### config.mk
export PLATFORM = sky130hd
export DESIGN_NAME = keyed_watchdog
export DESIGN_NICKNAME = d
export VERILOG_FILES = /design/src/rtl/wdg_pkg.sv /design/src/rtl/wdg_ctrl.sv /design/src/rtl/wdg_prescaler.sv /design/src/rtl/wdg_datapath.sv /design/src/rtl/keyed_watchdog.sv
export SDC_FILE = /design/constraint.sdc
export NUM_CORES = 1
export LEC_CHECK = 0
export BUFFER_PORTS_ARGS = -buffer_cell sky130_fd_sc_hd__buf_2
export CORE_MARGIN = 2
export CORE_UTILIZATION = 58
export CTS_CLUSTER_DIAMETER = 120
export CTS_CLUSTER_SIZE = 20
export DETAILED_ROUTE_END_ITERATION = 6
export PLACE_DENSITY_LB_ADDON = 0.2
export SLEW_MARGIN = 5
export SYNTH_ARGS = -nofsm -noshare
export SYNTH_HDL_FRONTEND = slang
export SYNTH_SLANG_ARGS = --single-unit
### constraint.sdc
create_clock -name clk -period 2.9 [get_ports clk]
set_clock_uncertainty 0.2 [all_clocks]
set_input_delay 0.58 -clock clk [delete_from_list [all_inputs] [get_ports clk]]
set_output_delay 0.58 -clock clk [all_outputs]
set_load 0.05 [all_outputs]
### src/rtl/wdg_pkg.sv
package wdg_pkg;
  localparam int CNT_W      = 12;
  localparam int KEY_W      = 16;
  localparam int PSC_W      = 3;
  localparam int SEL_W      = 2;
  localparam int BASE_SHIFT = 2;   // smallest division is 2**BASE_SHIFT
  localparam int MAX_CODE   = 6;   // codes above this saturate
  localparam int DIV_W      = BASE_SHIFT + MAX_CODE;

  localparam logic [KEY_W-1:0] KEY_START   = 16'hCCCC;
  localparam logic [KEY_W-1:0] KEY_REFRESH = 16'hAAAA;
  localparam logic [KEY_W-1:0] KEY_UNLOCK  = 16'h5555;
  localparam logic [KEY_W-1:0] KEY_LOCK    = 16'h0000;

  typedef enum logic [SEL_W-1:0] {
    SEL_KEY = 2'd0,
    SEL_PSC = 2'd1,
    SEL_RLD = 2'd2,
    SEL_WIN = 2'd3
  } regSel_e;

  // strobes from control to datapath
  typedef struct packed {
    logic start;
    logic refresh;
  } wdgStb_t;
endpackage

### src/rtl/wdg_ctrl.sv
module wdg_ctrl
  import wdg_pkg::*;
#(
  parameter int CW = CNT_W,
  parameter int KW = KEY_W,
  parameter int PW = PSC_W
) (
  input  logic          clk,
  input  logic          rst_n,
  input  logic          wrEn,
  input  logic [SEL_W-1:0] wrSel,
  input  logic [KW-1:0] wrData,
  output wdgStb_t       stb,
  output logic          running,
  output logic          unlocked,
  output logic [PW-1:0] pscCode,
  output logic [CW-1:0] rldVal,
  output logic [CW-1:0] winVal
);
  regSel_e sel;
  logic    keyWr;

  always_comb begin
    sel         = regSel_e'(wrSel);
    keyWr       = wrEn && (sel == SEL_KEY);
    stb.start   = keyWr && (wrData == KEY_START) && !running;
    stb.refresh = keyWr && (wrData == KEY_REFRESH);
  end

  // run flag: set once, cleared only by reset
  always_ff @(posedge clk) begin
    if (!rst_n) running <= 1'b0;
    else if (stb.start) running <= 1'b1;
  end

  // lock state
  always_ff @(posedge clk) begin
    if (!rst_n) begin
      unlocked <= 1'b0;
    end else if (keyWr) begin
      case (wrData)
        KEY_UNLOCK:            unlocked <= 1'b1;
        KEY_LOCK, KEY_REFRESH: unlocked <= 1'b0;
        default:               unlocked <= unlocked;
      endcase
    end
  end

  // protected configuration
  always_ff @(posedge clk) begin
    if (!rst_n) begin
      pscCode <= '0;
      rldVal  <= '1;
      winVal  <= '1;
    end else if (wrEn && unlocked) begin
      case (sel)
        SEL_PSC: pscCode <= wrData[PW-1:0];
        SEL_RLD: rldVal  <= wrData[CW-1:0];
        SEL_WIN: winVal  <= wrData[CW-1:0];
        default: ;
      endcase
    end
  end
endmodule

### src/rtl/wdg_prescaler.sv
module wdg_prescaler
  import wdg_pkg::*;
#(
  parameter int PW    = PSC_W,
  parameter int SHIFT = BASE_SHIFT,
  parameter int TOP   = MAX_CODE,
  localparam int DW   = SHIFT + TOP
) (
  input  logic          clk,
  input  logic          rst_n,
  input  logic          enable,
  input  logic          clear,
  input  logic [PW-1:0] code,
  output logic          tick
);
  logic [DW-1:0] divCnt;
  logic [DW-1:0] term;

  // terminal count = 2**(SHIFT+min(code,TOP)) - 1
  always_comb begin
    term = '0;
    for (int i = 0; i < DW; i++) begin
      if (i < SHIFT + ((int'(code) > TOP) ? TOP : int'(code))) term[i] = 1'b1;
    end
    tick = enable && (divCnt >= term);
  end

  always_ff @(posedge clk) begin
    if (!rst_n)                divCnt <= '0;
    else if (clear || !enable) divCnt <= '0;
    else if (tick)             divCnt <= '0;
    else                       divCnt <= divCnt + 1'b1;
  end
endmodule

### src/rtl/wdg_datapath.sv
module wdg_datapath
  import wdg_pkg::*;
#(
  parameter int CW = CNT_W,
  parameter int PW = PSC_W
) (
  input  logic          clk,
  input  logic          rst_n,
  input  wdgStb_t       stb,
  input  logic          running,
  input  logic [PW-1:0] pscCode,
  input  logic [CW-1:0] rldVal,
  input  logic [CW-1:0] winVal,
  output logic [CW-1:0] cntValue,
  output logic          rstReq
);
  logic tick;
  logic early;
  logic loadCnt;

  always_comb begin
    early   = stb.refresh && running && (cntValue > winVal);
    loadCnt = stb.start || (stb.refresh && !early);
  end

  wdg_prescaler #(.PW(PW)) uDiv (
    .clk    (clk),
    .rst_n  (rst_n),
    .enable (running),
    .clear  (loadCnt),
    .code   (pscCode),
    .tick   (tick)
  );

  always_ff @(posedge clk) begin
    if (!rst_n) begin
      cntValue <= '1;
      rstReq   <= 1'b0;
    end else begin
      rstReq <= early || (tick && (cntValue == '0) && !loadCnt);
      if (loadCnt)   cntValue <= rldVal;
      else if (tick) cntValue <= (cntValue == '0) ? rldVal : cntValue - 1'b1;
    end
  end
endmodule

### src/rtl/keyed_watchdog.sv
module keyed_watchdog
  import wdg_pkg::*;
#(
  parameter int CW = CNT_W,
  parameter int KW = KEY_W,
  parameter int PW = PSC_W
) (
  input  logic             clk,
  input  logic             rst_n,
  input  logic             wrEn,
  input  logic [SEL_W-1:0] wrSel,
  input  logic [KW-1:0]    wrData,
  output logic             running,
  output logic [CW-1:0]    cntValue,
  output logic             rstReq
);
  wdgStb_t       stb;
  logic          unlocked;
  logic [PW-1:0] pscCode;
  logic [CW-1:0] rldVal;
  logic [CW-1:0] winVal;

  wdg_ctrl #(.CW(CW), .KW(KW), .PW(PW)) uCtrl (
    .clk      (clk),
    .rst_n    (rst_n),
    .wrEn     (wrEn),
    .wrSel    (wrSel),
    .wrData   (wrData),
    .stb      (stb),
    .running  (running),
    .unlocked (unlocked),
    .pscCode  (pscCode),
    .rldVal   (rldVal),
    .winVal   (winVal)
  );

  wdg_datapath #(.CW(CW), .PW(PW)) uData (
    .clk      (clk),
    .rst_n    (rst_n),
    .stb      (stb),
    .running  (running),
    .pscCode  (pscCode),
    .rldVal   (rldVal),
    .winVal   (winVal),
    .cntValue (cntValue),
    .rstReq   (rstReq)
  );
endmodule

Yosys cells after proc, flatten, opt, wreduce, memory -nomap -nowiden
Index checks and enable logic that the tools add are counted.

word-level totals
  ROM bits = 0
  bits in writable memories = 0
  bits of input ports = 21
  memories = 0
  output and inout port bits = 14
  logic and storage cells = 70
  register bits after elaboration = 50
  latch bits = 0

cells by class
  shift operators = 0
  add/subtract/negate cells = 3
  eq/ne operators = 6
  order comparisons = 11
  multipliers = 0
  div/mod/pow operators = 0
  bitwise logic cells = 1
  reductions and logical operators = 28
  multiplexer cells = 13

operators with widths
  cell                                                                  number
  4-bit by 32-bit < comparator with 1-bit output, first input constant  3
  3-bit by 32-bit < comparator with 1-bit output, first input constant  2
  12-bit 2-to-1 mux                                                     3
  16-bit == test, second input constant                                 2
  1-bit by 32-bit < comparator with 1-bit output, first input constant  1
  2-bit by 32-bit < comparator with 1-bit output, first input constant  1
  16-bit by 15-bit == test with 1-bit output, second input constant     1
  16-bit zero test                                                      1
  12-bit > comparator                                                   1
  12-bit zero test                                                      1
  12-bit by 1-bit subtractor with 12-bit output, second input constant  1
  1-bit logical AND                                                     11
  8-bit by 1-bit adder with 8-bit output, second input constant         1
  8-bit greater-or-equal comparator                                     1
  1-bit 2-to-1 mux                                                      8
  2-bit AND reduction                                                   4
  2-bit by 3-bit adder with 4-bit output, first input constant          1
  2-bit == test, second input constant                                  2
  3-bit by 4-bit < comparator with 1-bit output, first input constant   1
  2-bit nonzero test                                                    2
  3-bit > comparator, second input constant                             1
  1-bit zero test                                                       3
  1-bit logical OR                                                      3
  3-bit 2-to-1 mux                                                      1
  6 further kinds                                                       6

Logic depth before layout (Yosys ltp)
  word-level depth = 11
  gate-level depth with buffers = 14
  gate-level depth less buffers = 12

Modules after synthesis
Synthesis repeated with hierarchy kept, for this count alone.

second synthesis, totals
  cell total of the unflattened synthesis = 363
  area, all modules = 2,936.6 µm²

modules (own cells, without submodules)
  module         sequential area each (µm²)  cells an instance  instances  area an instance (µm²)
  wdg_datapath   260.2                       161                1          1,237.4
  wdg_ctrl       580.6                       140                1          1,143.6
  wdg_prescaler  160.2                       62                 1          555.5

Least setup slack after synthesis
Ideal clock, no wire load.

  path kind = register to register
  start point = reg uData.cntValue[9]
  end point = reg uData.cntValue[0]
  stages on the path, launching flop included = 11
  slack = -0.009 ns
  library setup time = 0.135 ns
  data required time = 2.565 ns
  arrival = 2.574 ns
  path buffers = 2
  clock period less this slack = 2.909 ns
  cell sequence = dfxtp_1 -> ha_1 -> nand4_1 -> nor2_1 -> a311o_1 -> o41a_1 -> buf_6 -> and2_4 -> buf_6 -> a211oi_2 -> o31ai_1

between the ends
  word-level cells in the longest chain between the ends = 6
  elaborated cells on any way between the ends = 10
  classes of those cells = 1 x order compare; 3 x mux; 6 x reduce/logical

RTL lines
  item                                                     line                RTL
  from (decl)                                              wdg_datapath.sv:14  output logic [CW-1:0] cntValue,
  from (signal assigned)                                   wdg_datapath.sv:41  if (loadCnt) cntValue <= rldVal;
  from (signal assigned)                                   wdg_datapath.sv:42  else if (tick) cntValue <= (cntValue == '0) ? rldVal : cntValue - 1'b1;
  12-bit > comparator                                      wdg_datapath.sv:22  early = stb.refresh && running && (cntValue > winVal);
  1-bit logical AND                                        wdg_datapath.sv:22
  1-bit zero test                                          wdg_datapath.sv:23  loadCnt = stb.start || (stb.refresh && !early);
  1-bit logical AND                                        wdg_datapath.sv:23
  1-bit logical OR                                         wdg_datapath.sv:23
  12-bit 2-to-1 mux or 2-bit nonzero test (tied branches)  n/a

Parallel ways exist; a longest one is shown, timed or not. The select of a mux whose other input is x is not followed.
A chain may end at the register's enable or synchronous reset.

Final worst setup path
  start point = reg uData.cntValue[10]
  end point = reg uData.cntValue[11]

The elaborated chain is that of the path after synthesis.

==> results by group <==
Run status
  – Status: completed

Clocking
  – Num CTS Buffers: 5
  – Setup bufs post-CTS: 0
  – Clock slew at reported path FFs: 0.09 ns
  – Root buffer cell: clkbuf_8
  – Clk sinks: 50
  – Worst-skew pair later-pin latency: 0.30 ns
  – CTS H-tree depth: 2
  – CTS tree: yes
  – Maximum buffer depth of the clock tree: 2

Setup path
  – R2R cell count: 9
  – Crit end category: flop
  – Startpoint Class: flop
  – Critical path's largest stage delay: 0.43 ns
  – Critical path type: reg -> reg
  – Critical Path RT: 2.91 ns
  – Critical Path Fanout Max: 6
  – Crit-path slowest cell: dfxtp_1
  – Crit path cell chain: ha_1 -> nand4_1 -> nor2_1 -> a311o_1 -> o41a_1 -> buf_4 -> nand3_1 -> a21oi_1 -> o31ai_1
  – Worst Path Arrival: between 2 and 3 ns

Yosys
  – Predominant post-synthesis flop cell: dfxtp_1
  – Synth Area in XOR/XNOR: about 1.9%
  – Post-synthesis register bit count: 50
  – Mux contribution to synthesized area: under 10%
  – Yosys top cell area share: between 30% and 40%
  – Largest family of logic cells by synthesized area: simple AND/OR/NAND/NOR gates
  – Adder-Cell Fraction of Synth Area: 10.7%
  – Synth top area cells: dfxtp_1, ha_1, nand2_1
  – Async SR Flop Fraction: 0%
  – Synth Cell Area: 2820 sq um
  – Synth top cells by count: nand2_1, dfxtp_1, nand3_1, ha_1, nor2_1
  – Synth Warn #: 0
  – Yosys top cell by area: dfxtp_1
  – Yosys cell types: 48
  – Sequential share of the synthesized area: 35.5%
  – Synth Instances: 346
  – Most common cell in the netlist: nand2_1
  – Syn nets: 391
  – Post-Synth Simple-Gate Area: 27.8%
  – Synth Area per Inst: 8.15 sq um
  – Compound-gate portion of the synthesized area: 18.2%
  – EDFF count, synth: 0

Pwr
  – Peak supply drop: 224 uV
  – LEAKAGE: ~1.4 nW
  – Cell Pwr Density: 354 nW/um^2

STA
  – Worst slew pin tran: 0.562 ns
  – Slew margin rel.: 62.6%
  – Tcrit/Tclk final: 94.1%
  – Fmax: 367 MHz
  – Fin crit period: 2.73 ns
  – Final setup violation count: 0
  – Final Max Slew Viols: 0
  – RSZ-0062 raised after global routing: false
  – Final Hold Viols: 0

Die
  – IO Count: 35
  – Die width: 73.7 microns
  – Floorplan row count: 25
  – Die footprint: roughly 5400 sq um
  – Die H: around 74 microns
  – Core area: approximately 4700 sq um
  – Initial Utilization: about 60%

Global routing
  – Initial antenna violation count: 0
  – GRT Overall Usage: 27.7%
  – Grt total ovfl: 0
  – Vias in the first global route: 2462
  – Pin count of the biggest net entering global routing: 33
  – First-pass GRT wire length: ~12000 microns

Place
  – Final GP Congestion: about 0.90
  – Placed insts: 433
  – Detail Placement HPWL: 5350 microns
  – Port Buf Inserts: 34
  – Placed Area: around 3000 sq um

Worst hold path
  – Hold Path Stages: 2
  – Worst min path class: reg -> reg

Detailed routing
  – Top Metal Used: met4
  – Drt pass-1 iters: 4
  – Total Wirelength: 6930 microns
  – Met2 wire len: ~3100 microns
  – DRC: 0
  – Routed wl met3: roughly 340 microns
  – Wire length per cell: 15.8 microns
  – M1 WL: 3260 microns
  – Routed Antenna Nets: 0
  – Vias per cell: 6.05
  – DR iter-0 viols: 248
  – Via count: about 2700

Layout
  – Filler cells: 420
  – Ant diodes: 0
  – Nets@finish: 431
  – Final instance area: 3170 sq um
  – Fin util: 67.6%
  – Synthesis-to-finish area growth: 12.5%
  – Finished Layout Cells: 440
  – Share of cells above drive strength 1: 16.1%

Job
  – Max Cap Viol: 0
## layout by cell type (no fill, tap or decap), drive strengths merged, types with 4 or more instances in the layout
master  count
a21o        5
a21oi       7
and2        5
buf        45
clkbuf      6
dfxtp      50
ha         24
inv        21
nand2      57
nand3      31
nand4       8
nor2       23
nor2b      10
nor3        6
nor4        4
o211ai     19
o21a        4
o21ai      16
o31ai       5
or4         4
xor2        5
## sequential cells by signal, summed over array words and instances (netlist names)
| name | cells |
|---|---|
| uCtrl.rldVal | 12 |
| uCtrl.unlocked | 1 |
| uCtrl.winVal | 12 |
| uCtrl.pscCode | 3 |
| uData.rstReq | 1 |
| uCtrl.running | 1 |
| uData.cntValue | 12 |
| uData.uDiv.divCnt | 8 |
## per-layer routing
metal | vias to the layer above | GRT usage [%]
li1 | 1326 | -
met1 | 1225 | 39.2
met2 | 94 | 43.4
met3 | 18 | 3.29
met4 | 0 | 9.90
met5 | - | 0
## where the power goes
group | switching, mW | total, mW | internal [mW] | leakage [nW]
sequential | 0.00000156 | 0.686 | 0.686 | 0.404
clock | 0.223 | 0.389 | 0.166 | 0.0373
combinational | 0.0281 | 0.0468 | 0.0187 | 0.994
## per-stage QoR
stage                     setup slack (ns)  setup TNS (ns)  hold slack, ns  power, mW
final                                0.172               0           0.270       1.12
after global routing               0.00405               0           0.308       1.16
after CTS                           0.0765               0           0.273       1.13
after detailed placement          -0.00597        -0.00597           0.258      0.748
after global placement              0.0816               0           0.252      0.747
after floorplan                     0.0134               0           0.235      0.718
## critical path, delay by kind of cell, from the launching register on
kind            cells  cell delay [ns]
fa+ha+maj           1             0.28
compound gates      4             1.17
buf+inv             1             0.20
simple gates        3             0.36
flops               1             0.43
## kinds of logic after synthesis
group / count (synthesis)
muxes: 3
AOI/OAI and AO/OA: 73
adders and majority gates: 24
and+or+nand+nor: 157
buffers and inverters: 33
DFF: 50
xor gates and xnor gates: 6
## area by class of cell
type                       count  area [sq um]  area share [%]
multi-input combinational    263          1690            53.3
sequential                    50          1000            31.6
timing repair buffer          45           253            7.97
inverter                      21          78.8            2.49
clock buffer                   6          72.6            2.29
tap                           54          67.6            2.13
clock inverter                 1          7.51           0.237
## timing repair
action / 4_1_cts / 5_1_grt
hold buffers: 0 / 0
resized for setup: 0 / 3
endpoints found under the setup margin: 0 / 14
## final timing paths
path | startpoint | endpoint | slack (ns)
worst min register to register | uCtrl.rldVal[9]$_SDFFE_PN1P_ | uCtrl.rldVal[9]$_SDFFE_PN1P_ | 0.27
worst max register to register | uData.cntValue[10]$_SDFFE_PN1P_ | uData.cntValue[11]$_SDFFE_PN1P_ | 0.17
worst min-delay path | uCtrl.rldVal[9]$_SDFFE_PN1P_ | uCtrl.rldVal[9]$_SDFFE_PN1P_ | 0.27
worst max-delay path | uData.cntValue[10]$_SDFFE_PN1P_ | uData.cntValue[11]$_SDFFE_PN1P_ | 0.17
Note: power is estimated with default switching activity, not from simulation.
